### config.mk
export PLATFORM = sky130hd
export DESIGN_NAME = rng_regif
export DESIGN_NICKNAME = d
export VERILOG_FILES = /design/src/rtl/rng_pkg.sv /design/src/rtl/rng_noise_lfsr.sv /design/src/rtl/rng_condition_pipe.sv /design/src/rtl/rng_word_fifo.sv /design/src/rtl/rng_regif.sv
export SDC_FILE = /design/constraint.sdc
export NUM_CORES = 1
export LEC_CHECK = 0
export BUFFER_PORTS_ARGS = -buffer_cell sky130_fd_sc_hd__clkbuf_2
export CAP_MARGIN = 20
export CORE_ASPECT_RATIO = 0.75
export CORE_MARGIN = 3
export CORE_UTILIZATION = 54
export DETAILED_ROUTE_END_ITERATION = 8
export PLACE_DENSITY = 0.83
export REMOVE_ABC_BUFFERS = 1
export SKIP_CTS_REPAIR_TIMING = 1
export SLEW_MARGIN = 10
export SYNTH_ARGS = -nofsm -noshare
export SYNTH_HDL_FRONTEND = slang
export SYNTH_SLANG_ARGS = --single-unit
### constraint.sdc
create_clock -name clk -period 2.9 [get_ports clk]
set_input_delay 0.29 -clock clk [delete_from_list [all_inputs] [get_ports clk]]
set_output_delay 0.29 -clock clk [all_outputs]
set_load 0.01 [all_outputs]
### src/rtl/rng_pkg.sv
package rng_pkg;
  localparam int unsigned WORD_W   = 32;
  localparam logic [3:0]  OFF_CTRL = 4'h0;
  localparam logic [3:0]  OFF_STAT = 4'h4;
  localparam logic [3:0]  OFF_DATA = 4'h8;
  // control bit positions
  localparam int unsigned CB_EN    = 2;
  localparam int unsigned CB_IE    = 3;
  localparam int unsigned CB_CMASK = 5;
  // status bit positions
  localparam int unsigned SB_RDY   = 0;
  localparam int unsigned SB_CLIVE = 1;
  localparam int unsigned SB_SLIVE = 2;
  localparam int unsigned SB_CSTK  = 5;
  localparam int unsigned SB_SSTK  = 6;

  typedef struct packed {
    logic cmask;
    logic ie;
    logic en;
  } ctrl_t;
endpackage

### src/rtl/rng_noise_lfsr.sv
module rng_noise_lfsr #(
  parameter int unsigned W    = 32,
  parameter logic [W-1:0] TAPS = 32'h8020_0003,
  parameter logic [W-1:0] SEED = 32'h1D87_2B41
) (
  input  logic         clk,
  input  logic         rst_n,
  input  logic         adv,
  output logic [W-1:0] word
);
  logic [W-1:0] st_q, st_d;

  always_comb begin
    st_d = st_q;
    if (adv) st_d = st_q[0] ? ((st_q >> 1) ^ TAPS) : (st_q >> 1);
  end

  always_ff @(posedge clk or negedge rst_n) begin
    if (!rst_n) st_q <= SEED;
    else        st_q <= st_d;
  end

  assign word = st_q;
endmodule

### src/rtl/rng_condition_pipe.sv
module rng_condition_pipe #(
  parameter int unsigned W      = 32,
  parameter int unsigned STAGES = 2
) (
  input  logic         clk,
  input  logic         rst_n,
  input  logic         flush,
  input  logic         adv,
  input  logic [W-1:0] in_word,
  output logic         out_vld,
  output logic [W-1:0] out_word
);
  logic [W-1:0] dat_q [STAGES];
  logic         vld_q [STAGES];

  for (genvar i = 0; i < STAGES; i++) begin : g_stage
    localparam int unsigned ROT = ((7 * (i + 1)) % (W - 1)) + 1;
    logic [W-1:0] src, mixed, dat_d;
    logic         src_v, vld_d;

    if (i == 0) begin : g_head
      assign src   = in_word;
      assign src_v = 1'b1;
    end else begin : g_body
      assign src   = dat_q[i-1];
      assign src_v = vld_q[i-1];
    end

    assign mixed = src ^ {src[W-1-ROT:0], src[W-1:W-ROT]};

    always_comb begin
      dat_d = dat_q[i];
      vld_d = vld_q[i];
      if (flush) begin
        vld_d = 1'b0;
      end else if (adv) begin
        dat_d = mixed;
        vld_d = src_v;
      end
    end

    always_ff @(posedge clk or negedge rst_n) begin
      if (!rst_n) begin
        dat_q[i] <= '0;
        vld_q[i] <= 1'b0;
      end else begin
        dat_q[i] <= dat_d;
        vld_q[i] <= vld_d;
      end
    end
  end

  assign out_vld  = vld_q[STAGES-1];
  assign out_word = dat_q[STAGES-1];
endmodule

### src/rtl/rng_word_fifo.sv
module rng_word_fifo #(
  parameter int unsigned W     = 32,
  parameter int unsigned DEPTH = 4,
  localparam int unsigned PTR_W = (DEPTH > 1) ? $clog2(DEPTH) : 1,
  localparam int unsigned CNT_W = $clog2(DEPTH + 1)
) (
  input  logic             clk,
  input  logic             rst_n,
  input  logic             flush,
  input  logic             push,
  input  logic             pop,
  input  logic [W-1:0]     wdata,
  output logic [W-1:0]     head,
  output logic [CNT_W-1:0] count
);
  localparam logic [PTR_W-1:0] LAST = PTR_W'(DEPTH - 1);

  logic [W-1:0]     mem [DEPTH];
  logic [PTR_W-1:0] wp_q, wp_d, rp_q, rp_d;
  logic [CNT_W-1:0] cnt_q, cnt_d;
  logic             do_push, do_pop;

  assign do_pop  = pop && (cnt_q != '0) && !flush;
  assign do_push = push && !flush;

  always_comb begin
    wp_d  = wp_q;
    rp_d  = rp_q;
    cnt_d = cnt_q;
    if (flush) begin
      wp_d  = '0;
      rp_d  = '0;
      cnt_d = '0;
    end else begin
      if (do_push) wp_d = (wp_q == LAST) ? '0 : wp_q + 1'b1;
      if (do_pop)  rp_d = (rp_q == LAST) ? '0 : rp_q + 1'b1;
      cnt_d = cnt_q + CNT_W'(do_push) - CNT_W'(do_pop);
    end
  end

  always_ff @(posedge clk or negedge rst_n) begin
    if (!rst_n) begin
      wp_q  <= '0;
      rp_q  <= '0;
      cnt_q <= '0;
    end else begin
      wp_q  <= wp_d;
      rp_q  <= rp_d;
      cnt_q <= cnt_d;
    end
  end

  always_ff @(posedge clk) begin
    if (do_push) mem[wp_q] <= wdata;
  end

  assign head  = mem[rp_q];
  assign count = cnt_q;
endmodule

### src/rtl/rng_regif.sv
module rng_regif
  import rng_pkg::*;
#(
  parameter int unsigned ADDR_W      = 4,
  parameter int unsigned FIFO_DEPTH  = 4,
  parameter int unsigned PIPE_STAGES = 2,
  parameter int unsigned DRAIN_READS = 12,
  localparam int unsigned CNT_W      = $clog2(FIFO_DEPTH + 1),
  localparam int unsigned DRAIN_W    = $clog2(DRAIN_READS + 1)
) (
  input  logic              clk,
  input  logic              rst_n,
  input  logic              bus_sel,
  input  logic              bus_wr,
  input  logic [ADDR_W-1:0] bus_addr,
  input  logic [31:0]       bus_wdata,
  output logic [31:0]       bus_rdata,
  input  logic              fault_inject,
  input  logic              clk_fault,
  output logic              irq
);
  ctrl_t              ctrl_q, ctrl_d;
  logic               slive_q, slive_d, sstk_q, sstk_d;
  logic               clive_q, clive_d, cstk_q, cstk_d;
  logic [DRAIN_W-1:0] drain_q, drain_d;

  logic wr_ctrl, wr_stat, rd_data, rd_any;
  logic seed_hit, clk_hit, halted, draining, drdy;
  logic running, drain_step, flush, accept, pipe_adv, push, pop;
  logic [WORD_W-1:0] noise, pipe_word, fifo_head;
  logic [CNT_W-1:0]  fifo_cnt;
  logic              pipe_vld;

  // decode
  assign rd_any  = bus_sel && !bus_wr;
  assign wr_ctrl = bus_sel && bus_wr && (bus_addr == ADDR_W'(OFF_CTRL));
  assign wr_stat = bus_sel && bus_wr && (bus_addr == ADDR_W'(OFF_STAT));
  assign rd_data = rd_any && (bus_addr == ADDR_W'(OFF_DATA));

  // conditions
  assign seed_hit   = ctrl_q.en && fault_inject;
  assign clk_hit    = ctrl_q.en && !ctrl_q.cmask && clk_fault;
  assign halted     = slive_q || sstk_q;
  assign draining   = (drain_q != '0);
  assign drdy       = ctrl_q.en && !halted && !draining && (fifo_cnt == CNT_W'(FIFO_DEPTH));
  assign drain_step = rd_data && draining && !halted;
  assign pop        = rd_data && drdy;
  assign running    = ctrl_q.en && !halted && !draining && !seed_hit;
  assign flush      = !ctrl_d.en || seed_hit || halted;
  assign accept     = (fifo_cnt < CNT_W'(FIFO_DEPTH)) || pop;
  assign pipe_adv   = running && accept;
  assign push       = pipe_adv && pipe_vld;

  // next state
  always_comb begin
    ctrl_d  = ctrl_q;
    slive_d = seed_hit;
    clive_d = clk_hit;
    sstk_d  = sstk_q;
    cstk_d  = cstk_q;
    drain_d = drain_q;

    if (wr_ctrl) begin
      ctrl_d.en    = bus_wdata[CB_EN];
      ctrl_d.ie    = bus_wdata[CB_IE];
      ctrl_d.cmask = bus_wdata[CB_CMASK];
    end

    if (wr_stat && !bus_wdata[SB_SSTK]) sstk_d = 1'b0;
    if (wr_stat && !bus_wdata[SB_CSTK]) cstk_d = 1'b0;
    if (seed_hit) sstk_d = 1'b1;
    if (clk_hit)  cstk_d = 1'b1;

    if (sstk_q && !sstk_d)
      drain_d = DRAIN_W'(DRAIN_READS);
    else if (drain_step)
      drain_d = drain_q - 1'b1;
  end

  // registers
  always_ff @(posedge clk or negedge rst_n) begin
    if (!rst_n) begin
      ctrl_q  <= '0;
      slive_q <= 1'b0;
      sstk_q  <= 1'b0;
      clive_q <= 1'b0;
      cstk_q  <= 1'b0;
      drain_q <= '0;
    end else begin
      ctrl_q  <= ctrl_d;
      slive_q <= slive_d;
      sstk_q  <= sstk_d;
      clive_q <= clive_d;
      cstk_q  <= cstk_d;
      drain_q <= drain_d;
    end
  end

  rng_noise_lfsr #(.W(WORD_W)) u_noise (
    .clk   (clk),
    .rst_n (rst_n),
    .adv   (pipe_adv),
    .word  (noise)
  );

  rng_condition_pipe #(.W(WORD_W), .STAGES(PIPE_STAGES)) u_pipe (
    .clk      (clk),
    .rst_n    (rst_n),
    .flush    (flush),
    .adv      (pipe_adv),
    .in_word  (noise),
    .out_vld  (pipe_vld),
    .out_word (pipe_word)
  );

  rng_word_fifo #(.W(WORD_W), .DEPTH(FIFO_DEPTH)) u_fifo (
    .clk   (clk),
    .rst_n (rst_n),
    .flush (flush),
    .push  (push),
    .pop   (pop),
    .wdata (pipe_word),
    .head  (fifo_head),
    .count (fifo_cnt)
  );

  // read mux
  always_comb begin
    bus_rdata = '0;
    if (rd_any) begin
      unique case (bus_addr)
        ADDR_W'(OFF_CTRL): begin
          bus_rdata[CB_EN]    = ctrl_q.en;
          bus_rdata[CB_IE]    = ctrl_q.ie;
          bus_rdata[CB_CMASK] = ctrl_q.cmask;
        end
        ADDR_W'(OFF_STAT): begin
          bus_rdata[SB_RDY]   = drdy;
          bus_rdata[SB_CLIVE] = clive_q;
          bus_rdata[SB_SLIVE] = slive_q;
          bus_rdata[SB_CSTK]  = cstk_q;
          bus_rdata[SB_SSTK]  = sstk_q;
        end
        ADDR_W'(OFF_DATA): begin
          if (drdy)            bus_rdata = fifo_head;
          else if (drain_step) bus_rdata = pipe_word;
        end
        default: bus_rdata = '0;
      endcase
    end
  end

  assign irq = ctrl_q.ie && (drdy || sstk_q || cstk_q);
endmodule

# Word-level counts from Yosys, hierarchy flattened
# Memories as Yosys holds them, arrays and structs flattened.
# Index checks and enable logic that the tools add are counted.
# op_classes
n_reduce_logical	49
n_eq_ne	5
n_bitwise	4
n_addsub	5
order_cmp	1
muxes	31
# op_table
operator	n
$mux 32	4
$xor 32x32->32	2
$mux 25	1
$logic_and 1x1->1	24
$mux 1	12
$mux 2	6
$logic_not 1->1	10
$reduce_bool 2->1	5
$mux 4	2
$logic_or 1x1->1	6
$pmux 1 s3	2
$add 2x1->2 const B	2
$eq 2x2->1 const B	2
$eq 4x3->1 const B	1
$eq 4x4->1 const B	1
$logic_not 4->1	1
$not 3->4	1
$pmux 1 s2	2
$pmux 2 s2	1
$reduce_bool 4->1	1
$sub 4x1->4 const B	1
$add 3x1->3	1
$eq 3x3->1 const B	1
$lt 3x3->1 const B	1
5 further kinds	5
# word_totals
reg_bits	116
input_bits	42
wordCells	112
mem_bits_rw	128
memories	1
# mem_list
memory	depth	word_bits	read_ports	rd_ports_with_merged_regs	wr	line	source
u_fifo.mem	4	32	1	0	1	rng_word_fifo.sv:18	logic [W-1:0] mem [DEPTH];

# Logic depth before layout (Yosys ltp)
# Gate-level depths: netlist of run 1.
# depth
word_depth	13
depth_mapped	14

# Hierarchy
# A second synthesis of run 1 with hierarchy kept.
# hier_totals
hier_cells	600
hier_area_um2	10831.6
# modules_own_cells
mod	area_each_um2	instances	cells_each	seq_area_each_um2
rng_word_fifo	5109.9	1	211	4018.9
rng_condition_pipe	3333.2	1	206	1651.6
rng_noise_lfsr	1348.8	1	73	818.3
rng_regif	1039.7	1	110	275.3

# Least setup slack after synthesis of run 1
# OpenSTA, ideal clock, no wires.
# synth_path
kind	input -> register
start	input bus_addr[2]
end	register u_fifo.cnt_q[2] (netlist: u_fifo.count[2])
required_ps	2767
path_buffers	2
setup_time_ps	133
setup_slack_ps	8
arrival_time_ps	2759
path_stages	14
path_cell_list	nor4_1 -> and3_2 -> o211ai_2 -> buf_2 -> buf_1 -> nor3_1 -> ha_1 -> inv_1 -> ha_1 -> inv_1 -> fa_1 -> xnor2_1 -> xnor2_1 -> nor2_1
# synth_between
elab_chain_len	11
# synth_rtl
element	line	source
from (decl)	rng_regif.sv:15	input logic [ADDR_W-1:0] bus_addr,
$logic_not 4->1	rng_regif.sv:36	assign wr_ctrl = bus_sel && bus_wr && (bus_addr == ADDR_W'(OFF_CTRL));
$logic_and 1x1->1	rng_regif.sv:36	
$mux 1	rng_regif.sv:63	if (wr_ctrl) begin
$logic_not 1->1	rng_regif.sv:49	assign flush = !ctrl_d.en || seed_hit || halted;
$logic_or 1x1->1 (2 in series)	rng_regif.sv:49	
$logic_not 1->1	rng_word_fifo.sv:23, rng_word_fifo.sv:24	
$logic_and 1x1->1	rng_word_fifo.sv:24	assign do_push = push && !flush;
$add 3x1->3	rng_word_fifo.sv:37	cnt_d = cnt_q + CNT_W'(do_push) - CNT_W'(do_pop);
$sub 3x1->3	rng_word_fifo.sv:37	
$mux 3 (*)	rng_word_fifo.sv:30	if (flush) begin
net u_fifo.cnt_d[2]	rng_word_fifo.sv:20	logic [CNT_W-1:0] cnt_q, cnt_d;
to (signal assigned)	rng_word_fifo.sv:49	cnt_q <= cnt_d;
to (decl)	rng_word_fifo.sv:20	
# The timed path passes the listed nets; every way through them passes the cells marked *.
# A chain may end at the register's enable or synchronous reset.

# Final worst setup path of run 1
# layout_path
start	register drain_q[1]
end	output bus_rdata[12]
# layout_between
elab_chain_len	7
# layout_rtl
element	line	source
from (decl)	rng_regif.sv:25	logic [DRAIN_W-1:0] drain_q, drain_d;
from (signal assigned)	rng_regif.sv:95	drain_q <= drain_d;
$reduce_bool 4->1 (*)	rng_regif.sv:44	assign draining = (drain_q != '0);
$logic_and 1x1->1 / $logic_not 1->1 (equally long branches)	rng_regif.sv:46, rng_regif.sv:45	
$logic_and 1x1->1 (on tied branches)	rng_regif.sv:46, rng_regif.sv:45	
$mux 32 / $logic_and 1x1->1 (equally long branches)	rng_regif.sv:146, rng_regif.sv:45	
$mux 32 (*)	rng_regif.sv:145	if (drdy) bus_rdata = fifo_head;
$mux 25 (*)	rng_regif.sv:131	unique case (bus_addr)
$mux 32 (*)	rng_regif.sv:130	if (rd_any) begin
to (decl)	rng_regif.sv:17	output logic [31:0] bus_rdata,
# Mark *: on every way between the ends. The rest lies on a longest branch, timed or not.

==> metrics.md, run 1 <==
| Metric | Value |
|---|---|
| Pins over their slew limit | 0 |
| Cell Area, Synth | 10400 um^2 |
| Ys async rst share | 47.5% |
| DRT antenna net count | 0 |
| Switch share | 20.5% |
| First-pass GRT wire length | ~36 mm |
| Reg power frac | between 50 and 60% |
| Worst ir drop on vdd | 0.000455 V |
| TritonCTS Buffers | 24 |
| Die area | roughly 21000 um^2 |
| Beginning of the worst hold path | bus_wdata[3] |
| Net Switching | roughly 1400 uW |
| Layout cells sized above 1 | 22.2% |
| Clock tree root driver cell | clkbuf_16 |
| Hold EP | ctrl_q[1] |
| Relative slew slack | 54.3% |
| Logic pwr share | 2.5% |
| Leak pwr | 0.00461 uW |
| Final wirelength | 22.5 mm |
| R2R Setup Slk | 0.16 ns |
| Setup WS pre-CTS | 0.0847 ns |
| Clock buffer depth | 3 |
| Critical Path Sink Type | primary output |
| Avg WL per Cell | 20.5 um |
| Via count | roughly 6500 |
| CP Data Required Time | roughly 2.6 ns |
| Final HPWL DP | 12.9 mm |
| RSZ-0062 raised after global routing | yes |
| Pin count of the biggest net entering global routing | 100 |
| Core Util, Final | between 60% and 70% |
| Minimum clock period | 2.83 ns |
| Max cap viols | 0 |
| Commonest non-fill, non-tap cell in the layout | edfxtp_1 |
| Seq/Total Area, Yosys | between 60% and 70% |
| Mean Syn Cell Area | 13.6 um^2 |
| Io pins | 75 |
| Synth Register Bits | ~240 |
| CTS tree | built |
| Yosys warnings | 0 |
| Clock sinks | 244 |
| Starting density of the core | 55.5% |
| CP Data Arrival Time | 2.54 ns |
| Status | finished clean |
| Most used DFF post-synth | edfxtp_1 |
| Hold path depth | 2 |
| Htree depth | 1 |
| Die W | 166 um |
| Clock transition at path regs | approximately 0.06 ns |
| Initial antenna violation count | 0 |
| GRT Util Overall | 21.2% |
| Post-route DRC | 0 |
| Std-Cell Rows | 43 |
| Clk_lat worst skew | 0.52 ns |
| Drt pass-1 iters | 5 |
| Via-to-Cell Ratio | ~5.9 |
| Final setup vio count | 0 |
| Grt total ovfl | 0 |
| Port Buf Inserts | 46 |
| Startpoint Class | flop |
| Type of the worst setup path | flop to primary output |
| Fmax | 353 MHz |
| Most frequent cells in the layout | edfxtp_1, nand2_1, dfrtp_1, o21ai_0, xnor2_1 |
| Final worst setup slack | 0.0681 ns |
| Die height | 126 um |
| Filler cells | 1256 |
| Post-synth EDFFs | 128 |
| GPL Wtd Cong | 0.846 |
| PD cells | 567 nW/um^2 |
| Core footprint | 18700 um^2 |
| Yosys cell types | 48 |
| Starting DRT DRC Count | approximately 700 |
| Internal power | 5400 uW |
| Pin slew with the least headroom to its limit | 0.685 ns |
| Number of global-route vias before repair | between 6000 and 7000 |
| CP Max Fanout | 7 |
| Reg2reg path depth | 14 |
| Final #Nets | 884 |
| Antenna Cells | 0 |
| Reg-to-reg startpoint | drain_q[1] |
| Worst r2r dst | u_fifo.count[2] |
| Hold Crit Class | primary input to flop |
| Synth-to-layout area growth | 15.7% |
| Final Hold Vio Count | 0 |
| Clock network power share | 43.3% |
| Fin crit share | 97.7% |
| Cells after synthesis | 760 |
| Final Skew | 0.0212 ns |
per-stage QoR:
stage | power, uW | setup TNS [ns] | instance area (um^2) | hold slack, ns | std cells
6_report | 6790 | 0 | 12000 | 0.0201 | 1097
5_1_grt | 7010 | -1.28 | 12000 | 0.0289 | 1097
4_1_cts | 6810 | -0.107 | 11800 | -0.193 | 1083
3_5_place_dp | 3900 | 0 | 11000 | 0.347 | 1039
3_3_place_gp | 3900 | 0 | 11000 | 0.351 | 1039
2_1_floorplan | 3810 | -54.55 | 10200 | -0.00559 | 717
worst max-delay path, stage by stage, from the launching register on:
cell and delay [ns]:
dfrtp_1 0.39, inv_2 0.07, ha_1 0.14, nor3b_2 0.17, buf_4 0.17, nand4_1 0.13
buf_6 0.17, nor2_4 0.20, buf_6 0.14, clkbuf_16 0.15, a22o_1 0.15, clkbuf_2 0.13
kinds of logic after synthesis:
family                     after synthesis  synth area share [%]
AOI/OAI and AO/OA                      181                  10.1
xor gates and xnor gates                72                  6.08
adders and majority gates               10                  1.28
buffers and inverters                   54                  2.41
DFF                                    244                  65.3
muxes                                   42                  7.99
and+or+nand+nor                        157                  6.86
layout make-up:
cell class | instances | area, um^2 | share of cell area, %
Clock inverter | 9 | 86.3 | 0.720
Timing Repair Buffer | 89 | 739 | 6.17
Clock buffer | 35 | 662 | 5.52
Multi-Input combinational cell | 462 | 3390 | 28.3
Tap cell | 247 | 309 | 2.58
Inverter | 11 | 41.3 | 0.344
Sequential cell | 244 | 6770 | 56.4
cells in the mapped netlist (all sizes together) (2+ instances only):
cell type	count	share of area, %
a21oi	7	0.37
dfstp	14	3.5
dfrtp	102	25
and2	5	0.30
edfxtp	128	37
inv	11	0.40
nor4b	2	0.31
mux2	6	0.65
a22o	26	2.2
nand2b	3	0.18
clkbuf	28	1.1
nor3	5	0.35
mux2i	4	0.39
nand4b	2	0.17
xnor2	70	5.9
xor2	2	0.17
nor2	16	0.60
a21o	5	0.36
mux4	32	7.0
nor4	2	0.12
ha	9	1.1
nand2	110	4.0
nand3	3	0.19
and3	2	0.13
nor3b	2	0.14
buf	15	0.87
o21ai	138	6.7
flip-flops by register name, summed over array words and instances (netlist names), 2 cells and up:
register and count:
u_fifo.rp_q 2, u_pipe.out_word 32, u_fifo.wp_q 2, u_fifo.count 3, ctrl_q 3, u_fifo.mem 128
u_pipe.g_stage.src 32, u_noise.word 32, drain_q 4
layer usage:
| metal | routed length (um) | vias up | track usage (%) |
|---|---|---|---|
| met5 | 0 | - | 0 |
| met4 | 354 | 0 | 4.35 |
| met3 | 1500 | 28 | 3.95 |
| met2 | 10900 | 243 | 34.3 |
| met1 | 9700 | 3335 | 30.7 |
| li1 | - | 2900 | - |
power by group through the flow:
stage	clock, uW	sequential, uW	combinational, uW
detailed placement	0	3740	161
global route	3130	3680	194
finish	2940	3680	172
CTS	2980	3670	161
floorplan	0	3730	73.4
global placement	0	3740	155
worst max-delay path by stage:
stage / from / cells past startpoint / to
after floorplan: bus_addr[2] / 12 / u_fifo.count[2]
after global placement: bus_addr[2] / 14 / u_fifo.count[2]
after detailed placement: bus_addr[2] / 14 / u_fifo.count[2]
after CTS: drain_q[0] / 10 / bus_rdata[10]
after global routing: drain_q[1] / 11 / bus_rdata[28]
final: drain_q[1] / 11 / bus_rdata[12]
Note: power is estimated with default switching activity, not from simulation.
==> inputs of run 2 (changes only) <==
CORE_UTILIZATION = 35   (was 54)
HOLD_SLACK_MARGIN = 0.05   (was not set)
PLACE_DENSITY = 0.61   (was 0.83)
==> metrics.md, run 2 (same netlist as run 1, synthesis figures left out) <==
| Metric | Value |
|---|---|
| Status | finished clean |
| CTS tree | built |
| CP Data Arrival Time | 2.51 ns |
| Clock buffer depth | 3 |
| CP Max Fanout | 18 |
| Final #Nets | 885 |
| Final Skew | approximately 0.0076 ns |
| Fmax | 357 MHz |
| Startpoint Class | flop |
| Filler cells | 2585 |
| Die height | 155 um |
| Final Hold Vio Count | 0 |
| Minimum clock period | around 2.8 ns |
| Via count | 6248 |
| Via-to-Cell Ratio | 5.05 |
| Fin crit share | 96.7% |
| RSZ-0062 raised after global routing | no |
| Most frequent cells in the layout | edfxtp_1, nand2_1, dfrtp_1, o21ai_0, xnor2_1 |
| Avg WL per Cell | 18.2 um |
| Clock tree root driver cell | clkbuf_16 |
| Final HPWL DP | approximately 13 mm |
| PD cells | between 500 and 600 nW/um^2 |
| Clock transition at path regs | 0.06 ns |
| Type of the worst setup path | flop to primary output |
| Top reg by flops | u_fifo.mem |
| Post-route cell area | 12200 um^2 |
| Setup TNS | 0 ns |
| Final wirelength | 22.5 mm |
| Post-route DRC | 0 |
| GRT Util Overall | 13.7% |
| Antenna Cells | 0 |
| Die W | 205 um |
| Pin count of the biggest net entering global routing | 100 |
| Critical Path Sink Type | primary output |
| Max reg flops | about 130 |
| Placed cell count | 1178 |
| Drt pass-1 iters | 5 |
| Clock sinks | 244 |
| R2R Setup Slk | 0.24 ns |
| Io pins | 75 |
| Grt total ovfl | 0 |
| Starting density of the core | 36.3% |
| Leak pwr | between 0.004 and 0.005 uW |
| Cell Count, Final, Fillers Out | 1237 |
| Synth-to-layout area growth | 18.0% |
| Pin slew with the least headroom to its limit | 0.716 ns |
| CP Data Required Time | roughly 2.6 ns |
| Pins over their slew limit | 0 |
| DRT antenna net count | 0 |
| Worst ir drop on vdd | between 0.0004 and 0.0005 V |
| Core footprint | 28600 um^2 |
| Power Total | 6930 uW |
| First-pass GRT wire length | 35.2 mm |
| Htree depth | 1 |
| GPL Wtd Cong | about 0.80 |
| Commonest non-fill, non-tap cell in the layout | edfxtp_1 |
| Port Buf Inserts | 46 |
| Hold Crit Class | primary input to flop |
| Max cap viols | 0 |
| Area post-placement | 11200 um^2 |
| Number of global-route vias before repair | 6263 |
| Core Util, Final | a little over two fifths |
| Initial antenna violation count | 0 |
| Final setup vio count | 0 |
| Relative slew slack | a little over half |
| Die area | ~32000 um^2 |
| Std-Cell Rows | 53 |
| Clk_lat worst skew | ~0.51 ns |
| Starting DRT DRC Count | ~530 |
| TritonCTS Buffers | 26 |
| Layout cells sized above 1 | roughly 22% |
-- run 2: cell count changes in the layout (fill, tap and decap cells not counted), sizes merged --
| cell | change |
|---|---|
| clkinv | +9 |
| buf | -7 |
| clkinvlp | -3 |
| clkbuf | +2 |
| dlygate4sd3 | +1 |
-- run 2: metrics by stage --
stage | worst slack, ns | hold slack, ns
floorplan | -0.489 | -0.00559
global placement | 0.0246 | 0.332
detailed placement | -0.00500 | 0.331
CTS | -0.159 | -0.214
global route | 0.000238 | 0.0525
finish | 0.0966 | 0.0620
-- run 2: worst paths after layout --
check,start,endpoint,cells after the start
min in group asynchronous,rst_n,drain_q[0],2
min,bus_wdata[5],ctrl_q[2],2
max,drain_q[1],bus_rdata[12],9
max in group asynchronous,rst_n,u_noise.word[6],3
max reg2reg,drain_q[1],u_fifo.count[2],13
min reg2reg,u_noise.word[27],u_noise.word[26],2
-- run 2: area by class of cell --
class,instances,area [um^2],share of cell area (%)
inverter,11,41.3,0.338
timing repair buffer,88,747,6.11
multi-input combinational,462,3400,27.8
sequential,244,6770,55.3
clock buffer,32,704,5.76
clock inverter,15,88.8,0.727
tap,385,482,3.94
-- run 2: worst max-delay path, cell delays in order (launching register included) --
cell and delay (ns):
dfrtp_1 0.40, inv_2 0.08, ha_1 0.15, nor3b_4 0.26
buf_4 0.16, and4b_4 0.20, buf_4 0.16, clkbuf_16 0.20
a22o_1 0.25, clkbuf_2 0.13
-- run 2: power breakdown --
group	total, uW	switching [uW]	internal (uW)
clock network	3070	1270	1800
logic	183	111	72.7
registers	3680	26.2	3650
total	6930	1410	5520
-- run 2: layer usage --
metal | vias to the layer above | share of wire, % | wire (um) | global-route usage [%]
li1 | 2908 | - | - | -
met1 | 3194 | 49 | 11000 | 21.0
met2 | 116 | 46 | 10300 | 21.2
met3 | 30 | 3.5 | 790 | 1.86
met4 | 0 | 1.6 | 369 | 2.32
met5 | - | 0 | 0 | 0
==> inputs of run 3 (changes only) <==
CORE_UTILIZATION = 25   (was 35)
PLACE_DENSITY = 0.49   (was 0.61)
==> metrics.md, run 3 (same netlist as run 1, synthesis figures left out) <==
| Metric | Value |
|---|---|
| Layout cells sized above 1 | 23.5% |
| Pin slew with the least headroom to its limit | approximately 0.74 ns |
| Critical Path Sink Type | primary output |
| Critical path startpoint | drain_q[0] |
| Clock buffer depth | 3 |
| Reg-to-reg startpoint | drain_q[0] |
| Max cap viols | 0 |
| Hold Crit Class | primary input to flop |
| Setup TNS | 0 ns |
| Die W | 241 um |
| PD cells | 555 nW/um^2 |
| Internal power | 5470 uW |
| Leak pwr | ~0.0047 uW |
| Net Switching | roughly 1400 uW |
| Pins over their slew limit | 0 |
| Post-route DRC | 0 |
| Worst ir drop on vdd | 0.000328 V |
| Starting DRT DRC Count | 360 |
| Clk_lat worst skew | 0.52 ns |
| Final Skew | 0.0109 ns |
| Synth-to-layout area growth | 20.4% |
| Pin count of the biggest net entering global routing | 100 |
| Starting density of the core | 25.8% |
| Std-Cell Rows | 63 |
| Antenna Cells | 0 |
| Number of global-route vias before repair | 6365 |
| Final setup vio count | 0 |
| TritonCTS Buffers | 26 |
| Startpoint Class | flop |
| Initial antenna violation count | 0 |
| Grt total ovfl | 0 |
| Status | finished clean |
| Reg2reg path depth | 13 |
| Htree depth | 1 |
| Die height | 182 um |
| Commonest non-fill, non-tap cell in the layout | edfxtp_1 |
| Fin crit share | between 90% and 100% |
| Final wirelength | 24.6 mm |
| Via count | 6262 |
| Type of the worst setup path | flop to primary output |
| Clock network power share | 44.3% |
| Core Util, Final | 31.0% |
| Core footprint | 40200 um^2 |
| CP Max Fanout | 8 |
| GPL Wtd Cong | around 0.74 |
| Max reg flops | between 100 and 150 |
| R2R Setup Slk | 0.26 ns |
| GRT Util Overall | 10.8% |
| CP endpoint | bus_rdata[2] |
| Top reg by flops | u_fifo.mem |
| First-pass GRT wire length | 37.7 mm |
| Relative slew slack | 50.9% |
| Most frequent cells in the layout | edfxtp_1, nand2_1, dfrtp_1, o21ai_0, xnor2_1 |
| Clock sinks | around 240 |
| Avg WL per Cell | about 18 um |
| Placed cell count | 1313 |
| Fmax | ~360 MHz |
| CTS tree | built |
| Hold path depth | 3 |
| Clock tree root driver cell | clkbuf_16 |
| Drt pass-1 iters | 4 |
| Io pins | 75 |
| Die area | 44000 um^2 |
| DRT antenna net count | 0 |
| Port Buf Inserts | 46 |
| Via-to-Cell Ratio | 4.54 |
| Reg power frac | between 50% and 60% |
| CP Data Required Time | 2.61 ns |
| Worst r2r dst | u_fifo.count[2] |
| Clock transition at path regs | 0.06 ns |
| Final HPWL DP | 14.9 mm |
| Switch share | 20.9% |
| Minimum clock period | 2.80 ns |
| Power Total | roughly 6900 uW |
| Cell Count, Final, Fillers Out | 1379 |
| Final #Nets | a little under 900 |
| Final Hold Vio Count | 0 |
| Logic pwr share | between 2 and 3% |
| CP Data Arrival Time | 2.51 ns |
[run 3: changes by cell type in the layout (fill, tap and decap cells not counted), sizes merged]
| cell | before | now |
|---|---|---|
| dlygate4sd3 | 2 | 3 |
| bufinv | 1 | 0 |
| clkbuf | 80 | 82 |
| clkinv | 14 | 12 |
| buf | 38 | 45 |
[run 3: metrics by stage]
step	worst slack, ns	hold WS [ns]	instance area, um^2
after global routing	-0.0207	0.0639	12500
after CTS	-0.191	-0.146	12200
final	0.104	0.0594	12500
after detailed placement	0.0999	0.416	11400
after global placement	0.0907	0.413	11400
after floorplan	-0.489	-0.00559	10200
[run 3: worst min path at each step]
stage                             from          to  slack (ns)
after detailed placement         rst_n     clive_q        0.42
after global routing         clk_fault     clive_q        0.06
final                     bus_wdata[6]  drain_q[0]        0.06
after global placement           rst_n     clive_q        0.41
after floorplan                  rst_n     clive_q      -0.006
after CTS                        rst_n   ctrl_q[1]       -0.15
[run 3: worst max-delay path: stages (launching register included)]
cell and delay, ns:
dfrtp_1 0.39, inv_2 0.05, ha_1 0.19, nor3b_4 0.15
buf_4 0.14, and4b_4 0.34, buf_12 0.12, nand2_1 0.05
a21o_1 0.22, a21oi_2 0.16, clkbuf_2 0.16
[run 3: per-layer routing]
metal  routed length (um)  share of wire (%)  up-vias  global-route usage (%)
met5                    0                  0        -                       0
met4                  357                1.4        0                    1.82
met3                  823                3.3       28                    1.62
met2                10900                 44       93                    16.6
met1                12500                 51     3207                    16.5
li1                     -                  -     2934                       -
[run 3: final cells by class]
cell class | count | area [um^2]
Fill cell | 4017 | 27700
Sequential cell | 244 | 6770
Multi-Input combinational cell | 462 | 3410
Timing Repair Buffer | 94 | 822
Clock buffer | 36 | 729
Tap cell | 520 | 651
Clock inverter | 12 | 57.6
Inverter | 11 | 41.3
[run 3: power by group through the flow]
stage | Sequential [uW] | Combinational, uW | Clock (uW)
after global routing | 3680 | 200 | 3290
after global placement | 3740 | 165 | 0
after CTS | 3670 | 169 | 3170
after floorplan | 3730 | 73.4 | 0
after detailed placement | 3740 | 167 | 0
final | 3680 | 177 | 3060
